## src/rtl/iq_capture_sel.sv

```systemverilog
module iq_capture_sel #(
  parameter int WORD_W = 24,
  parameter int ADDR_W = 15
) (
  input  logic              clk,
  input  logic              rst_n,
  input  logic              sdata,
  input  logic              fstrobe,
  input  logic              first_bit,
  input  logic              ch_sel,
  input  logic [1:0]        phase_mode,
  input  logic              start,
  output logic [ADDR_W-1:0] mem_addr,
  output logic [WORD_W-1:0] mem_data,
  output logic              mem_we,
  output logic              done
);
  localparam int BC_W = $clog2(WORD_W);
  localparam logic [BC_W-1:0] LAST_BIT = BC_W'(WORD_W - 1);

  logic              fs_q, active, capturing, want_q;
  logic [BC_W-1:0]   bcnt;
  logic [1:0]        slot;
  logic [WORD_W-2:0] shreg;
  logic [ADDR_W-1:0] waddr;

  wire fs_eff   = first_bit ? fstrobe : fs_q;
  wire word_end = active && !fs_eff && (bcnt == LAST_BIT);
  wire [WORD_W-1:0] word = {shreg, sdata};
  wire alt      = phase_mode[1];
  wire want     = (slot[1] == ch_sel) && (alt ? (slot[0] == want_q) : (slot[0] == phase_mode[0]));
  wire wr       = capturing && word_end && want;

  always_ff @(posedge clk or negedge rst_n) begin
    if (!rst_n) begin
      fs_q   <= 1'b0;
      active <= 1'b0;
      bcnt   <= '0;
      slot   <= '0;
      shreg  <= '0;
    end else begin
      fs_q <= fstrobe;
      if (fs_eff) begin
        active <= 1'b1;
        bcnt   <= BC_W'(1);
        slot   <= 2'd0;
        shreg  <= {shreg[WORD_W-3:0], sdata};
      end else if (active) begin
        shreg <= {shreg[WORD_W-3:0], sdata};
        if (bcnt == LAST_BIT) begin
          bcnt <= '0;
          slot <= slot + 2'd1;
          if (slot == 2'd3) active <= 1'b0;
        end else begin
          bcnt <= bcnt + BC_W'(1);
        end
      end
    end
  end

  always_ff @(posedge clk or negedge rst_n) begin
    if (!rst_n) begin
      capturing <= 1'b0;
      want_q    <= 1'b0;
      waddr     <= '0;
      mem_addr  <= '0;
      mem_data  <= '0;
      mem_we    <= 1'b0;
      done      <= 1'b0;
    end else begin
      mem_we <= 1'b0;
      if (start) begin
        capturing <= 1'b1;
        want_q    <= 1'b0;
        waddr     <= '0;
        done      <= 1'b0;
      end else if (wr) begin
        mem_we   <= 1'b1;
        mem_data <= word;
        mem_addr <= waddr;
        waddr    <= waddr + ADDR_W'(1);
        want_q   <= ~want_q;
        if (&waddr) begin
          done      <= 1'b1;
          capturing <= 1'b0;
        end
      end
    end
  end

  logic [ADDR_W-1:0] chk_last;
  logic              chk_seen;
  always_ff @(posedge clk or negedge rst_n) begin
    if (!rst_n) begin
      chk_last <= '0;
      chk_seen <= 1'b0;
    end else if (start) begin
      chk_seen <= 1'b0;
    end else if (mem_we) begin
      chk_last <= mem_addr;
      chk_seen <= 1'b1;
    end
  end

  a_r7_addr_step: assert property (@(posedge clk) disable iff (!rst_n)
    (mem_we && chk_seen) |-> (mem_addr == chk_last + ADDR_W'(1)));
  a_r8_quiet_when_full: assert property (@(posedge clk) disable iff (!rst_n)
    ($past(done) && done) |-> !mem_we);
  a_r8_done_held: assert property (@(posedge clk) disable iff (!rst_n)
    (done && !start) |=> done);
  a_r9_start_clears: assert property (@(posedge clk) disable iff (!rst_n)
    start |=> (!done && !mem_we));
  a_r7_first_addr_zero: assert property (@(posedge clk) disable iff (!rst_n)
    (mem_we && !chk_seen) |-> (mem_addr == '0));
endmodule

```

## config.mk

```make
export PLATFORM = sky130hd
export DESIGN_NAME = iq_capture_sel
export DESIGN_NICKNAME = d
export VERILOG_FILES = /design/src/rtl/iq_capture_sel.sv
export SDC_FILE = /design/constraint.sdc
export NUM_CORES = 1
export LEC_CHECK = 0
export CORE_ASPECT_RATIO = 1.5
export CORE_UTILIZATION = 59
export CTS_CLUSTER_DIAMETER = 80
export DETAILED_ROUTE_END_ITERATION = 8
export PLACE_DENSITY = 0.84
export SLEW_MARGIN = 0
export SYNTH_ARGS = -nofsm -noshare
export SYNTH_HDL_FRONTEND = slang
export SYNTH_SLANG_ARGS = --single-unit
```

## constraint.sdc

```tcl
create_clock -name clk -period 4.4 [get_ports clk]
set_clock_uncertainty 0.05 [all_clocks]
set_input_delay 0.88 -clock clk [delete_from_list [all_inputs] [get_ports clk]]
set_output_delay 0.88 -clock clk [all_outputs]
set_load 0.02 [all_outputs]
```

Word level (Yosys, flattened, before mapping)
Cells that the tools add are included.

storage, ports and cells
  register bits = 90
  output and inout bits = 41
  bits of input ports = 9
  word-level logic and storage cells = 62

operators by class
  multiplexer cells = 26
  reduce and logical (&&, ||, !) cells = 14
  bitwise operators = 2
  eq/ne operators = 5
  add/subtract/negate cells = 3

operators by type and width
  kind                                                             count
  23-bit 2-to-1 mux                                                2
  15-bit 2-to-1 mux                                                2
  1-bit 2-to-1 mux                                                 16
  15-bit by 1-bit adder with 15-bit output, second input constant  1
  5-bit 2-to-1 mux                                                 3
  15-bit AND reduction                                             1
  2-bit nonzero test                                               4
  2-bit 2-to-1 mux                                                 3
  2-bit AND reduction                                              3
  5-bit by 1-bit adder with 5-bit output, second input constant    1
  5-bit equality test, second input constant                       1
  1-bit logical AND                                                5
  1-bit equality test                                              3
  2-bit by 1-bit adder with 2-bit output, second input constant    1
  2-bit equality test, second input constant                       1
  1-bit inverter                                                   2
  1-bit logical NOT                                                1

Depth between registers and ports, before layout
  depth after elaboration = 8
  gate-level depth with buffers = 7
  mapped depth without buffers = 5

Worst setup path before layout
Ideal clock, no wire load.

  path type = input to register
  from = input ch_sel
  to = register mem_data[10]
  library setup time = 0.127 ns
  cell stages on the path = 6
  buffers on the path = 2
  slack = 2.047 ns
  arrival = 2.176 ns
  data required time = 4.223 ns
  cell sequence = xnor2_1 > nand3_2 > nor4_4 > buf_6 > buf_6 > mux2_1

between the ends
  cells in the longest elaborated chain, start to end = 4

RTL lines
  what                           line  RTL
  from (decl)                    10    input logic ch_sel,
  1-bit equality test            31    wire want = (slot[1] == ch_sel) && (alt ? (slot[0] == want_q) : (slot[0] == phase_mode[0]));
  1-bit logical AND              31
  1-bit logical AND              32    wire wr = capturing && word_end && want;
  2-bit AND reduction (no line)  n/a
  to (signal assigned)           79    mem_data <= word;
  to (decl)                      14    output logic [WORD_W-1:0] mem_data,

No other way between the ends.
A chain may end at the register's enable or synchronous reset.

Worst setup path in the final report
  from = input first_bit
  to = register waddr[13]

between the ends
  cells in the longest elaborated chain, start to end = 7

RTL lines
  what                            line  RTL
  from (decl)                     9     input logic first_bit,
  1-bit 2-to-1 mux                27    wire fs_eff = first_bit ? fstrobe : fs_q;
  1-bit logical NOT               28    wire word_end = active && !fs_eff && (bcnt == LAST_BIT);
  1-bit logical AND (2 in a row)  28
  1-bit logical AND (2 in a row)  32
  2-bit nonzero test (no line)    n/a
  to (signal assigned)            81    waddr <= waddr + ADDR_W'(1);
  to (decl)                       25    logic [ADDR_W-1:0] waddr;

No other way between the ends.

==> results.md <==
* Grt total ovfl at 0
* Vias in the first global route at 2475
* First-pass GRT wire length at 11430 um
* Worst-Skew Late Latency at 0.34 ns
* Logic pwr share at 4.7%
* Kind of end point of the critical path: flop
* CTS Buf Count at 9
* Relative slew slack at 26.50%
* Diode count at 0
* Port bufs at 49
* Total power at 1.497 mW
* Status: completed
* Final net count at 344
* Ys flop type: dfrtp_1
* Die H at 101.0 um
* Initial antenna violation count at 0
* GR Util All Layers at 22.26%
* GP Congestion at 0.8009
* Syn_nets at 295
* Root buf cell: clkbuf_8
* Slew @ Worst Pin at 1.102 ns
* Crit path buf inv count at 1
* Net Sw Frac at 22.10%
* Synth top area share at 58.46%
* Clock share of power at 37.9%
* Cells after synthesis at 283
* Sequential fraction of the synthesis area at 58.46%
* DRC at 0
* CTS tree: yes
* Multi-input logic area at 1514 um2
* YS warnings at 0
* Area leader, netlist: dfrtp_1
* Count of final setup violators at 0
* Critical register-to-register path startpoint: bcnt[0]
* Max Buffers Root-to-Sink at 2
* CP max stage delay at 0.54 ns
* Layout fillers at 435
* Post-DR wirelength/cell at 16.33 um
* Int Power at 1.166 mW
* Count leader, synth: dfrtp_1
* Core ar. at 6218 um2
* Clock slew at reported path FFs at 0.09 ns
* Detailed-router iteration count before antenna repair at 4
* Synth top cells by count: dfrtp_1 (90), mux2_2 (58), nor2_1 (13)
* Max-capacitance violation count at 0
* Clock Sinks at 90
* # hold bufs at CTS at 0
* Min cycle time layout at 2.966 ns
* Crit path required time at 4.58 ns
* CP Cell Sequence: clkdlybuf4s50_1 -> mux2i_4 -> nand4_2 -> nor4_1 -> mux2_2
* Hold WC Path Type: flop to flop
* Die area at 6863 um2
* DR vias/cell at 5.905
* RSZ-0062 raised after global routing: no
* Post-DP HPWL at 4356 um
* CP Launch Type: primary input
* Avg Inst Size Synth at 13.61 um2
* Initial drt markers at 215
* CP startpoint: first_bit
* Largest net degree at the start of global routing at 91
* P_sw at 0.3307 mW
* Reg area at 2252 um2
* Layout area overhead at 19.23%
* Setup repair bufs after CTS at 0
* Seq pwr share at 57.3%
* Synth cell types at 36
* Critical path arrival at 3.15 ns
* Initial core utilization at 61.95%
* Fin crit share at 67.41%
* IR Drop Worst-Case VDD at 0.0002490 V
* Post-CTS sizing at 0
* Endpoints failing hold at 0
* Worst path slowest cell: clkdlybuf4s50_1
* WS Path Type: primary input to flop
* Die Span X at 67.98 um
* Synth area leaders: dfrtp_1 (58%), mux2_2 (17%), mux2_1 (2.9%), o311ai_0 (1.8%), o41ai_1 (1.8%)
* LEAKAGE at 2.078 nW
* Ratio of cells with drive above 1 in the final layout at 28.49%
* Async S/R FF share, synth at 100.0%
* Max-slew violation count at 0
* Worst-path maximum fanout at 27
* Synth Register Bits at 90
* EDFF count, synth at 0
* Pwr/cell area at 325.8 nW/um2
* DRT Wirelength at 6711 um
* Ports at 50
* Synth Cell Area at 3852 um2
* Hold Crit Start: mem_data[5]
* H-Tree Depth at 3
* Antenna viol nets, final at 0
* Row cnt at 35
* DR vias at 2427
* Family with the most delay on the worst path: simple AND/OR/NAND/NOR gates
* Max Freq at 337.2 MHz
* Setup TNS at 0 ns
==> power by group through the flow <==
stage          Sequential (mW)  Combinational (mW)  Clock [mW]
6_report                 0.858              0.0708       0.568
5_1_grt                  0.861              0.0803       0.612
4_1_cts                  0.858              0.0724       0.582
3_5_place_dp             0.874              0.0722           0
3_3_place_gp             0.874              0.0694           0
2_1_floorplan            0.870              0.0395           0
==> cells by family after synthesis <==
| logic type | after synthesis | synth area share (%) |
|---|---|---|
| compound gates | 28 | 5.392 |
| xor+xnor | 4 | 0.9096 |
| fa+ha+maj | 3 | 0.9744 |
| buf+inv | 18 | 2.500 |
| flops | 90 | 58.46 |
| mux | 72 | 21.24 |
| simple gates | 68 | 10.52 |
==> flip-flops by register name, summed over array words and instances, names as in the netlist <==
register and count:
shreg 23, capturing 1, waddr 15, bcnt 5, done 1, mem_data 24, mem_addr 15, mem_we 1
slot 2, fs_q 1, active 1, want_q 1
==> path summary, 6_finish.rpt <==
check | endpoint | slack, ns | cells after the start
setup / recovery | waddr[13] | 1.43 | 5
hold / removal | mem_data[5] | 0.44 | 1
setup reg to reg | waddr[13] | 1.94 | 5
hold reg to reg | mem_data[5] | 0.44 | 1
max in group asynchronous | shreg[2] | 2.91 | 1
min in group asynchronous | mem_addr[4] | 0.67 | 1
==> area by class of cell <==
| type | count | area share (%) |
|---|---|---|
| timing repair buffer | 53 | 11.28 |
| multi-input combinational | 175 | 32.96 |
| tap | 74 | 2.016 |
| clock buffer | 12 | 3.378 |
| inverter | 3 | 0.2452 |
| clock inverter | 4 | 1.090 |
| sequential | 90 | 49.03 |
==> per-layer routing <==
layer  global-route usage (%)  vias to the layer above  share of wire [%]
met5                        0                        -                  0
met4                    6.410                        0               0.91
met3                    7.353                        6                4.7
met2                    36.27                       51                 51
met1                    27.77                     1244                 43
li1                         -                     1126                  -
==> cell usage in the layout (no fill, tap or decap), drive strengths merged, types with 2 or more instances in the layout <==
cell | synthesis | routed
o311ai | 8 | 8
or3 | 2 | 2
clkdlybuf4s50 | 0 | 48
o21ai | 4 | 4
xnor2 | 2 | 2
dfrtp | 90 | 90
clkbuf | 6 | 12
mux2 | 68 | 68
a21oi | 6 | 6
nand2 | 10 | 10
nand4 | 6 | 6
nor4 | 7 | 7
nor2b | 5 | 5
xor2 | 2 | 2
nor2 | 13 | 13
inv | 3 | 3
clkinvlp | 0 | 2
and4 | 2 | 2
ha | 3 | 3
o41ai | 8 | 8
and3 | 3 | 3
mux2i | 4 | 4
nand3 | 9 | 9
buf | 9 | 5
or2 | 8 | 8
==> metrics by stage <==
step | hold WS [ns] | utilization [%] | instance area (um2) | setup slack [ns] | cells
2_1_floorplan | 0.4236 | - | 3852 | 2.047 | 283
3_3_place_gp | 0.4175 | 70.56 | 4388 | 1.158 | 395
3_5_place_dp | 0.4269 | 70.56 | 4388 | 1.088 | 395
4_1_cts | 0.4472 | 73.86 | 4593 | 1.463 | 411
5_1_grt | 0.4669 | 73.86 | 4593 | 1.242 | 411
6_report | 0.4395 | 73.86 | 4593 | 1.434 | 411
Note: power is estimated with default switching activity, not from simulation.
